[config.mk]
export PLATFORM = sky130hd
export DESIGN_NAME = crossing_lights
export DESIGN_NICKNAME = d
export VERILOG_FILES = /design/src/rtl/xlight_pkg.sv /design/src/rtl/xlight_dwell_timer.sv /design/src/rtl/xlight_phase_reg.sv /design/src/rtl/xlight_lamp_reg.sv /design/src/rtl/crossing_lights.sv
export SDC_FILE = /design/constraint.sdc
export NUM_CORES = 1
export LEC_CHECK = 0
export ABC_AREA = 1
export BUFFER_PORTS_ARGS = -buffer_cell sky130_fd_sc_hd__buf_2
export CORE_MARGIN = 10
export CORE_UTILIZATION = 45
export DETAILED_ROUTE_END_ITERATION = 8
export PLACE_DENSITY = 0.65
export SYNTH_ARGS = -nofsm -noshare
export SYNTH_HDL_FRONTEND = slang
export SYNTH_SLANG_ARGS = --single-unit
export TNS_END_PERCENT = 30
[constraint.sdc]
create_clock -name clk -period 3.3 [get_ports clk]
set_input_delay 0.33 -clock clk [delete_from_list [all_inputs] [get_ports clk]]
set_output_delay 0.33 -clock clk [all_outputs]
set_load 0.01 [all_outputs]
[src/rtl/xlight_pkg.sv]
package xlight_pkg;

    typedef enum logic [1:0] {
        PH_NS_GO    = 2'd0,
        PH_NS_AMBER = 2'd1,
        PH_EW_GO    = 2'd2,
        PH_EW_AMBER = 2'd3
    } phase_t;

    typedef logic [2:0] lamp_t;

    localparam lamp_t LAMP_GO    = 3'b001;
    localparam lamp_t LAMP_AMBER = 3'b010;
    localparam lamp_t LAMP_STOP  = 3'b100;

    typedef struct packed {
        lamp_t ns;
        lamp_t ew;
    } lamp_pair_t;

    function automatic phase_t next_phase(input phase_t p);
        case (p)
            PH_NS_GO:    return PH_NS_AMBER;
            PH_NS_AMBER: return PH_EW_GO;
            PH_EW_GO:    return PH_EW_AMBER;
            default:     return PH_NS_GO;
        endcase
    endfunction

    function automatic lamp_pair_t lamps_of(input phase_t p);
        lamp_pair_t r;
        case (p)
            PH_NS_GO:    begin r.ns = LAMP_GO;    r.ew = LAMP_STOP;  end
            PH_NS_AMBER: begin r.ns = LAMP_AMBER; r.ew = LAMP_STOP;  end
            PH_EW_GO:    begin r.ns = LAMP_STOP;  r.ew = LAMP_GO;    end
            default:     begin r.ns = LAMP_STOP;  r.ew = LAMP_AMBER; end
        endcase
        return r;
    endfunction

    function automatic int pick_dwell(input phase_t p, input int d0, input int d1,
                                      input int d2, input int d3);
        case (p)
            PH_NS_GO:    return d0;
            PH_NS_AMBER: return d1;
            PH_EW_GO:    return d2;
            default:     return d3;
        endcase
    endfunction

endpackage

[src/rtl/xlight_dwell_timer.sv]
module xlight_dwell_timer #(
    parameter int CW = 6
) (
    input  logic          clk,
    input  logic          rst,
    input  logic          tick,
    input  logic [CW-1:0] last_count,
    output logic          alarm
);
    logic [CW-1:0] cnt_q;

    assign alarm = tick && (cnt_q == last_count);

    always_ff @(posedge clk) begin
        if (rst) begin
            cnt_q <= '0;
        end else if (alarm) begin
            cnt_q <= '0;
        end else if (tick) begin
            cnt_q <= cnt_q + 1'b1;
        end
    end
endmodule

[src/rtl/xlight_phase_reg.sv]
module xlight_phase_reg
    import xlight_pkg::*;
(
    input  logic   clk,
    input  logic   rst,
    input  logic   advance,
    output phase_t phase_q,
    output phase_t phase_d
);
    always_comb begin
        phase_d = advance ? next_phase(phase_q) : phase_q;
    end

    always_ff @(posedge clk) begin
        if (rst) begin
            phase_q <= PH_NS_GO;
        end else begin
            phase_q <= phase_d;
        end
    end
endmodule

[src/rtl/xlight_lamp_reg.sv]
module xlight_lamp_reg
    import xlight_pkg::*;
(
    input  logic   clk,
    input  logic   rst,
    input  phase_t phase_d,
    output lamp_t  ns_lamp,
    output lamp_t  ew_lamp
);
    lamp_pair_t lamps_q;
    lamp_pair_t lamps_d;

    always_comb begin
        lamps_d = lamps_of(phase_d);
    end

    always_ff @(posedge clk) begin
        if (rst) begin
            lamps_q <= lamps_of(PH_NS_GO);
        end else begin
            lamps_q <= lamps_d;
        end
    end

    assign ns_lamp = lamps_q.ns;
    assign ew_lamp = lamps_q.ew;
endmodule

[src/rtl/crossing_lights.sv]
module crossing_lights #(
    parameter int NS_GO_TICKS    = 45,
    parameter int NS_AMBER_TICKS = 15,
    parameter int EW_GO_TICKS    = 45,
    parameter int EW_AMBER_TICKS = 15
) (
    input  logic       clk,
    input  logic       rst,
    input  logic       sec_tick,
    output logic [2:0] ns_lamp,
    output logic [2:0] ew_lamp
);
    import xlight_pkg::*;

    localparam int MAX_A     = (NS_GO_TICKS > NS_AMBER_TICKS) ? NS_GO_TICKS : NS_AMBER_TICKS;
    localparam int MAX_B     = (EW_GO_TICKS > EW_AMBER_TICKS) ? EW_GO_TICKS : EW_AMBER_TICKS;
    localparam int MAX_DWELL = (MAX_A > MAX_B) ? MAX_A : MAX_B;
    localparam int CW        = (MAX_DWELL > 1) ? $clog2(MAX_DWELL) : 1;

    phase_t        phase_q;
    phase_t        phase_d;
    logic          alarm;
    logic [CW-1:0] last_count;

    always_comb begin
        last_count = CW'(pick_dwell(phase_q, NS_GO_TICKS, NS_AMBER_TICKS,
                                    EW_GO_TICKS, EW_AMBER_TICKS) - 1);
    end

    xlight_dwell_timer #(.CW(CW)) u_timer (
        .clk        (clk),
        .rst        (rst),
        .tick       (sec_tick),
        .last_count (last_count),
        .alarm      (alarm)
    );

    xlight_phase_reg u_phase (
        .clk     (clk),
        .rst     (rst),
        .advance (alarm),
        .phase_q (phase_q),
        .phase_d (phase_d)
    );

    xlight_lamp_reg u_lamps (
        .clk     (clk),
        .rst     (rst),
        .phase_d (phase_d),
        .ns_lamp (ns_lamp),
        .ew_lamp (ew_lamp)
    );
endmodule

==> results_dict.tcl <==
set metrics [dict create \
    status "complete, no violations" \
    hold_ws_ns 0.323 \
    synthToLayoutAreaGrowth_pct 15.0 \
    cts_tree "done" \
    power.switching_w 0.0000585 \
    clk_latency_ns 0.26 \
    cts.sinks 14 \
    synth_area_um2 634 \
    reg2reg_depth 10 \
    io_buffers 8 \
    critical_path_class "flop to flop" \
    irDropWorstVdd_uv 273 \
    multi_input_area_um2 317 \
    synthCells 77 \
    first_global_vias 465 \
    dr.pass1.iters 2 \
    drtIter0Drc 2 \
    p_leak_nw 0.366 \
    start_util 0.481 \
    syn_avg_cell_area_um2 8.24 \
    synth.yosys.seq_area_share 0.442 \
    layout-drive-gt1-share 0.247 \
    routed_wl_um 1050 \
    worst_setup_path_end_kind "flop" \
    core_area_um2 1320 \
    reg2reg_to "u_lamps.ns_lamp[0]" \
    worst_pin_slew_ns 0.216 \
    pin_count 9 \
    power_density_nw_per_um2 412 \
    pwr-share-seq 0.575 \
    register_area_um2 280 \
    nFillCells 112 \
    critPathLaunch "u_phase.phase_q[0]" \
    grt_max_degree 9 \
    clock_power_share 0.386 \
    slew_headroom 0.856 \
    max_freq_ghz 0.659 \
    grt_pass1_wl_um 1810 \
    hold_viol_final 0 \
    antenna_found_initial 0 \
    hpwlAfterDp_um 854 \
    n_antenna_cell 0 \
    rsz0062_at_grt "false" \
    grt_overflow 0 \
    cts.htree.levels 1 \
    min_period_over_period 0.460 \
    path_clk_slew_ns 0.08 \
    cp-endpoint "u_lamps.ns_lamp[0]" \
    finalCriticalPeriod_ns 1.52 \
    hold_path.class "primary input to flop" \
    ys_types 17 \
    ys_ff_latch 14 \
    worst_path_max_delay_cell "dfxtp_1" \
    grt.total_usage 0.0679 \
    skew_ns 0.000460 \
    viasPerCell 4.59 \
    max-clock-path-buffers 2 \
    fp.dieH_um 57.5 \
    cts_hold_buf 0 \
    cp.arrival_ns 1.68 \
    design.die.area_um2 3310 \
    cp-start-kind "flop" \
    critPathRequiredTime_ns 3.46 \
    gp_congestion 0.725 \
    maxCapViolCount 0 \
    slowest_delay_ns 0.36 \
    slew_violations 0 \
    cts_resized 0 \
    tns_ns 0 \
    p_sw_frac 0.195 \
    rrSetupSlack_ns 1.78 \
    ant_nets 0 \
    nNetsFinal 97 \
    cts_setup_buffers 0 \
    wl_per_cell_um 10.0 \
    synth_nets 84 \
    critical_path_peak_fanout 4 \
    critical_path.reg2reg.startpoint "u_phase.phase_q[0]" \
    setup_viol 0 \
    dr_total_vias 477 \
    fp.dieW_um 57.5 \
    cp_cell_sequence "inv_1 -> ha_1 -> nor2_1 -> nor2_1 -> nor2_1 -> nand3_2 -> nand2_2 -> nand2_1 -> nand2_1 -> nand2_1" \
    cts_root_buffer "clkbuf_4" \
    yosysWarnings 0 \
    pwr-share-comb 0.039 \
    drc 0 \
    internal_power_w 0.000242 \
    rows 13 \
    cts_made_buffers 3 \
]
==> cell families (layout without fill, tap and decap cells) <==
family | after synthesis | after routing | synth area share
fa+ha+maj | 4 | 4 | 0.0789
compound gates | 2 | 2 | 0.0256
flops | 14 | 14 | 0.442
simple gates | 43 | 43 | 0.339
buf+inv | 10 | 22 | 0.0592
xor+xnor | 4 | 4 | 0.0552
==> worst min-delay path by stage <==
stage / to / slack (ns) / cells after the start / start
floorplan: u_timer.cnt_q[1] / 0.48 / 2 / sec_tick
global placement: u_timer.cnt_q[0] / 0.51 / 2 / u_timer.cnt_q[0]
detailed placement: u_timer.cnt_q[0] / 0.52 / 2 / u_timer.cnt_q[0]
CTS: u_lamps.ns_lamp[0] / 0.32 / 3 / rst
global route: u_lamps.ns_lamp[0] / 0.32 / 3 / rst
finish: u_lamps.ns_lamp[0] / 0.32 / 3 / rst
==> flip-flops by register name (all words and copies together), names as in the netlist <==
register,flops
u_lamps.ew_lamp,3
u_lamps.ns_lamp,3
u_timer.cnt_q,6
u_phase.phase_q,2
==> cell usage after synthesis <==
cell | n | area [µm²]
nand3_4 | 1 | 17.5
dfxtp_1 | 14 | 280
inv_1 | 10 | 37.5
nand3_1 | 3 | 15.0
nor2_4 | 1 | 11.3
nand3_2 | 2 | 20.0
nor3b_1 | 1 | 7.51
or2_2 | 1 | 6.26
a21oi_1 | 1 | 5.00
nand2_1 | 16 | 60.1
xor2_1 | 2 | 17.5
xnor2_1 | 2 | 17.5
o21bai_2 | 1 | 11.3
nor2_1 | 14 | 52.6
ha_1 | 4 | 50.1
nor2_2 | 3 | 18.8
nand2_2 | 1 | 6.26
==> layer usage <==
layer  part of all wire  track usage  vias to the layer above
li1                   -            -                      259
met1               0.50       0.0721                      213
met2               0.44        0.106                        3
met3              0.048       0.0332                        2
met4              0.012       0.0403                        0
met5                  0            0                        -
==> critical path: cells and delay by family (launching register included) <==
family / cells / cell delay (ns)
adders and majority gates: 1 / 0.22
buffers and inverters: 1 / 0.09
DFF: 1 / 0.36
and+or+nand+nor: 8 / 0.74
==> per-stage QoR <==
stage / area (µm²) / std cells / total power, W / worst slack (ns) / util
2_1_floorplan: 634 / 77 / 0.000185 / 1.93 / -
3_3_place_gp: 693 / 100 / 0.000189 / 1.84 / 0.526
3_5_place_dp: 693 / 100 / 0.000189 / 1.79 / 0.526
4_1_cts: 729 / 104 / 0.000305 / 1.77 / 0.554
5_1_grt: 729 / 104 / 0.000317 / 1.60 / 0.554
6_report: 729 / 104 / 0.000301 / 1.78 / 0.554
==> power groups by stage <==
stage	registers [W]	clock network (W)	logic, W
floorplan	0.000177	0	0.00000847
global placement	0.000177	0	0.0000116
detailed placement	0.000177	0	0.0000116
CTS	0.000173	0.000120	0.0000118
global route	0.000173	0.000130	0.0000138
finish	0.000173	0.000116	0.0000117
==> cell type report <==
cell class,count,share of cell area
Multi-Input combinational cell,53,0.434
Sequential cell,14,0.384
Timing Repair Buffer,8,0.0549
Inverter,10,0.0515
Clock buffer,4,0.0497
Tap cell,15,0.0257
==> cell usage in the layout (no fill, tap or decap) <==
| cell type | Yosys | final |
|---|---|---|
| nand2_2 | 1 | 1 |
| nand3_1 | 3 | 3 |
| nor2_2 | 3 | 3 |
| nand3_2 | 2 | 2 |
| nor3b_1 | 1 | 1 |
| dfxtp_1 | 14 | 14 |
| or2_2 | 1 | 1 |
| nand3_4 | 1 | 1 |
| nor2_1 | 14 | 14 |
| a21oi_1 | 1 | 1 |
| xor2_1 | 2 | 2 |
| xnor2_1 | 2 | 2 |
| clkbuf_4 | 0 | 3 |
| buf_2 | 0 | 8 |
| clkbuf_8 | 0 | 1 |
| inv_1 | 10 | 10 |
| nand2_1 | 16 | 16 |
| o21bai_2 | 1 | 1 |
| nor2_4 | 1 | 1 |
| ha_1 | 4 | 4 |
(Power assumes the default switching activity.)
